==> config.mk <==
export PLATFORM = sky130hd
export DESIGN_NAME = seq_mult
export DESIGN_NICKNAME = d
export VERILOG_FILES = /design/src/rtl/smul_pkg.sv /design/src/rtl/smul_ctrl.sv /design/src/rtl/smul_shreg.sv /design/src/rtl/smul_accum.sv /design/src/rtl/seq_mult.sv
export SDC_FILE = /design/constraint.sdc
export NUM_CORES = 1
export LEC_CHECK = 0
export BUFFER_PORTS_ARGS = -buffer_cell sky130_fd_sc_hd__buf_4
export CAP_MARGIN = 20
export CORE_MARGIN = 2
export CORE_UTILIZATION = 60
export DETAILED_ROUTE_END_ITERATION = 12
export HOLD_SLACK_MARGIN = 0.02
export PLACE_DENSITY = 0.87
export RECOVER_POWER = 100
export SYNTH_ARGS = -nofsm -noshare
export SYNTH_HDL_FRONTEND = slang
export SYNTH_HIERARCHICAL = 1
export SYNTH_SLANG_ARGS = --single-unit
==> constraint.sdc <==
create_clock -name clk -period 3.7 [get_ports clk]
set_input_delay 0.74 -clock clk [delete_from_list [all_inputs] [get_ports clk]]
set_output_delay 0.74 -clock clk [all_outputs]
set_load 0.02 [all_outputs]
==> src/rtl/smul_pkg.sv <==
package smul_pkg;
  typedef enum logic [1:0] {
    ST_IDLE = 2'd0,
    ST_RUN  = 2'd1,
    ST_DONE = 2'd2
  } smul_state_e;
endpackage

==> src/rtl/smul_ctrl.sv <==
// Sequencer: idle -> STEPS accumulate cycles -> one done cycle -> idle.
module smul_ctrl
  import smul_pkg::*;
#(
  parameter int STEPS = 16
) (
  input  logic clk,
  input  logic rst_n,
  input  logic in_valid,
  output logic in_ready,
  output logic load,
  output logic step,
  output logic done
);
  localparam int CNT_W = (STEPS > 1) ? $clog2(STEPS) : 1;
  localparam logic [CNT_W-1:0] LAST = CNT_W'(STEPS - 1);

  smul_state_e state_q, state_d;
  logic [CNT_W-1:0] cnt_q;

  assign in_ready = (state_q == ST_IDLE);
  assign load     = in_ready && in_valid;
  assign step     = (state_q == ST_RUN);
  assign done     = (state_q == ST_DONE);

  always_comb begin
    state_d = state_q;
    unique case (state_q)
      ST_IDLE: if (in_valid) state_d = ST_RUN;
      ST_RUN:  if (cnt_q == LAST) state_d = ST_DONE;
      ST_DONE: state_d = ST_IDLE;
      default: state_d = ST_IDLE;
    endcase
  end

  always_ff @(posedge clk or negedge rst_n) begin
    if (!rst_n) begin
      state_q <= ST_IDLE;
      cnt_q   <= '0;
    end else begin
      state_q <= state_d;
      if (load)      cnt_q <= '0;
      else if (step) cnt_q <= cnt_q + 1'b1;
    end
  end

  // done never lasts more than one cycle
  p_done_single_r3: assert property (@(posedge clk) disable iff (!rst_n)
    done |=> !done);
  // idle again right after done
  p_done_then_ready_r9: assert property (@(posedge clk) disable iff (!rst_n)
    done |=> in_ready);
  // a transfer closes the handshake for the following cycle
  p_accept_busy_r2: assert property (@(posedge clk) disable iff (!rst_n)
    (in_valid && in_ready) |=> (!in_ready && !done));
  // an unfinished run cannot be left early, whatever in_valid does
  p_run_holds_r5: assert property (@(posedge clk) disable iff (!rst_n)
    (step && cnt_q != LAST) |=> (step && !in_ready));
endmodule

==> src/rtl/smul_shreg.sv <==
// Right-shifting register with parallel load; serial bit enters at the top.
module smul_shreg #(
  parameter int W = 16
) (
  input  logic         clk,
  input  logic         rst_n,
  input  logic         load_en,
  input  logic [W-1:0] load_val,
  input  logic         shift_en,
  input  logic         ser_in,
  output logic [W-1:0] q
);
  always_ff @(posedge clk or negedge rst_n) begin
    if (!rst_n)        q <= '0;
    else if (load_en)  q <= load_val;
    else if (shift_en) q <= {ser_in, q[W-1:1]};
  end
endmodule

==> src/rtl/smul_accum.sv <==
// Partial-product register: upper W bits plus gated addend, carry kept on top.
module smul_accum #(
  parameter int W = 16
) (
  input  logic         clk,
  input  logic         rst_n,
  input  logic         clr,
  input  logic         en,
  input  logic         add_sel,
  input  logic [W-1:0] addend,
  output logic [W:0]   acc
);
  logic [W-1:0] gated;
  logic [W:0]   sum;

  assign gated = add_sel ? addend : '0;
  assign sum   = {1'b0, acc[W:1]} + {1'b0, gated};

  always_ff @(posedge clk or negedge rst_n) begin
    if (!rst_n)   acc <= '0;
    else if (clr) acc <= '0;
    else if (en)  acc <= sum;
  end

  // with a 0 multiplier bit the accumulator only shifts right
  p_zero_bit_shift_r7: assert property (@(posedge clk) disable iff (!rst_n)
    (en && !clr && !add_sel) |=> (acc == {1'b0, $past(acc[W:1])}));
endmodule

==> src/rtl/seq_mult.sv <==
module seq_mult #(
  parameter int W = 16
) (
  input  logic           clk,
  input  logic           rst_n,
  input  logic           in_valid,
  output logic           in_ready,
  input  logic [W-1:0]   op_a,
  input  logic [W-1:0]   op_b,
  output logic           done,
  output logic [2*W-1:0] product
);
  localparam int LOW_W = W - 1;

  logic         load, step;
  logic [W-1:0] mcand_q;
  logic [W-1:0] mplier;
  logic [W:0]   acc;
  logic [LOW_W-1:0] low;

  smul_ctrl #(.STEPS(W)) u_ctrl (
    .clk(clk), .rst_n(rst_n), .in_valid(in_valid), .in_ready(in_ready),
    .load(load), .step(step), .done(done)
  );

  always_ff @(posedge clk or negedge rst_n) begin
    if (!rst_n)    mcand_q <= '0;
    else if (load) mcand_q <= op_a;
  end

  smul_shreg #(.W(W)) u_mplier (
    .clk(clk), .rst_n(rst_n), .load_en(load), .load_val(op_b),
    .shift_en(step), .ser_in(1'b0), .q(mplier)
  );

  smul_accum #(.W(W)) u_accum (
    .clk(clk), .rst_n(rst_n), .clr(load), .en(step),
    .add_sel(mplier[0]), .addend(mcand_q), .acc(acc)
  );

  smul_shreg #(.W(LOW_W)) u_low (
    .clk(clk), .rst_n(rst_n), .load_en(load), .load_val('0),
    .shift_en(step), .ser_in(acc[0]), .q(low)
  );

  assign product = {acc, low};

  // outside load and run cycles the result does not move
  p_hold_product_r6: assert property (@(posedge clk) disable iff (!rst_n)
    (!load && !step) |=> $stable(product));
  // operands are captured only through the handshake
  p_mcand_stable_r2: assert property (@(posedge clk) disable iff (!rst_n)
    !load |=> $stable(mcand_q));
endmodule

==> qor.yml <==
syn_area_per_cell_um2: 10.6
path_class: "reg -> reg"
routedWlPerCell_um: 15.6
syn_area_mm2: 0.00392
r2r_start: "u_ctrl/state_q[1]$_DFFE_PN0P_"
min_period_ns: 2.95
finalClockSkew_ns: 0.00647
crit_fanout: 25
yosysTopAreaCellShare_pct: 44.7
worstHoldPathType: "reg -> reg"
drt-total-wl_um: 8310
core_area_mm2: 0.00631
drive_gt1_share_pct: 14.9
drt_first_pass_iters: 4
hold_viol: 0
clkTransAtPathRegs_ns: 0.08
grt_pass1_wl_um: 13700
ioPinCount: 69
num_antenna_cells: 0
max-slew-margin-rel_pct: -14.0
crit_arrival_ns: 3.14
tns_ns: 0
fill_cells: 500
maxSlewViolCount: 97
synth.most_common_cell: "dfrtp_1"
initial_core_util_pct: 62.0
clock-root-buffer: "clkbuf_8"
yosys.cell_types.count: 60
cp.required_ns: 3.88
synth_area_leaders: "dfrtp_1 (45%), mux2i_1 (9.2%), ha_1 (5.4%)"
drv_cap: 2
max_freq_mhz: 339
die_h_um: 84.8
reg2reg_slack_ns: 0.75
routabilityCongestion: 0.859
rsz0062_at_grt: "false"
vias: 3009
synth_top_cell_by_area: "dfrtp_1"
overflow: 0
drc_errors: 0
cts_buffer_depth: 2
clock_latency_ns: 0.34
antenna_found_initial: 0
crit_path_end_kind: "register"
hold_depth: 1
whs_endpoint: "mcand_q[12]$_DFFE_PN0P_"
cts_setup_buffers: 0
rows: 29
die-area_mm2: 0.00719
htreeDepth: 3
ys_warn_count: 6
dp_hpwl_um: 5920
vias_per_cell: 5.66
cts_tree: "done"
holdCritStartpoint: "mcand_q[12]$_DFFE_PN0P_"
synth_edf_count: 0
track_usage_pct: 24.0
p_per_area_mw_per_mm2: 1010
run_status: "finished with violations"
r2r-end: "u_low/q[5]$_DFFE_PN0P_"
cts.repair.resized: 0
cts_hold_buf: 0
drtIter0Drc: 172
clock-sinks: 70
synth_top_cells_by_count: "dfrtp_1 (70), nand2_1 (47), mux2i_1 (36)"
finalSetupViolations: 0
die_x_um: 84.8
synth_cells: 370
max_slew.worst_pin.slew_ns: 1.71
cts_buffers: 9
violations: "max-capacitance violations, max-slew violations"
ff2ff_path_depth: 5
syn2layout_area_growth_pct: 13.0
ys.flop_type: "dfrtp_1"
ys_seq_area_share_pct: 44.7
synth-seq-cells: 70
synthArstFlopShare_pct: 100
drtAntennaViolNets: 0
ir_drop_v: 0.000521
total_leakage_power_uw: 0.00218
layout.nets: 503
p_total_uw: 4470
io_buffer_count: 68
grt_pass1_vias: 2895
grt_max_degree: 71
cp-start-kind: "register"
fin_crit_sh_pct: 79.8
state kept, by name (all words and copies together), names as in the netlist:
signal          flops
mcand_q            16
u_accum/acc        17
u_ctrl/cnt_q        4
u_ctrl/state_q      2
u_low/q            15
u_mplier/q         16
per-stage QoR:
step | cell area, um^2 | setup WS, ns | hold slack (ns) | cells | utilization, %
global route | 4430 | 0.547 | 0.505 | 532 | 70.1
floorplan | 3970 | 1.31 | 0.444 | 385 | -
global placement | 4450 | 1.15 | 0.484 | 516 | 70.6
finish | 4430 | 0.747 | 0.484 | 532 | 70.1
detailed placement | 4450 | 1.09 | 0.488 | 516 | 70.6
CTS | 4630 | 1.06 | 0.505 | 532 | 73.3
routing by layer:
metal	wire [um]	track usage, %
met3	444	4.92
met1	3760	32.1
met2	3970	39.0
met4	138	8.51
met5	0	0
final cells by class:
class	count	area, um^2	share of cell area (%)
Tap cell	77	96.3	2.18
Multi-Input combinational cell	291	1980	44.7
Timing Repair Buffer	70	392	8.85
Inverter	8	30.0	0.679
Clock buffer	11	141	3.19
Clock inverter	5	35.0	0.792
Sequential cell	70	1750	39.6
where the power goes:
part	internal, uW	switching, uW	total, uW
logic	1010	1410	2420
clock network	262	301	563
registers	1180	307	1480
total	2450	2020	4470
worst max-delay path: stages (launching register included):
cell,delay (ns)
dfrtp_1,0.41
nand2b_1,0.22
inv_2,0.41
clkbuf_1,1.29
mux2i_1,0.33
o21ai_0,0.11
cell usage in the layout (no fill, tap or decap), types with 3 or more instances in the layout:
cell and count:
a21o_1 4, xnor2_1 5, dfrtp_1 70, a41oi_1 3
inv_1 7, ha_1 17, a211oi_1 3, a21oi_1 10
nand3_1 6, mux2_1 9, o21ai_0 40, nand2_1 47
mux2_2 7, nor3_1 4, clkbuf_8 10, nor2_1 17
clkbuf_1 36, o21ai_1 6, mux2i_1 36, buf_4 34
xor2_1 3, nor2b_1 3, and2_1 13, conb_1 16
cells by family after synthesis:
group / count (synthesis) / synth area share (%)
compound gates: 88 / 14.8
xor+xnor: 8 / 1.79
buf+inv: 24 / 4.35
simple gates: 108 / 13.1
flops: 70 / 44.7
other cells: 1 / 0.0958
mux: 53 / 15.1
fa+ha+maj: 18 / 5.94
worst max path at each step:
stage	start	depth (start not counted)	endpoint	slack [ns]
final	u_ctrl/state_q[1]$_DFFE_PN0P_	5	u_low/q[5]$_DFFE_PN0P_	0.75
after global routing	u_ctrl/state_q[0]$_DFFE_PN0P_	5	u_low/q[10]$_DFFE_PN0P_	0.55
after CTS	u_mplier/q[0]$_DFFE_PN0P_	10	u_accum/acc[8]$_DFFE_PN0P_	1.06
after detailed placement	u_mplier/q[0]$_DFFE_PN0P_	10	u_accum/acc[8]$_DFFE_PN0P_	1.09
after global placement	in_valid	4	mcand_q[14]$_DFFE_PN0P_	1.15
after floorplan	u_mplier/q[0]$_DFFE_PN0P_	11	u_accum/acc[8]$_DFFE_PN0P_	1.31
Power figures use the tool's default switching activity.
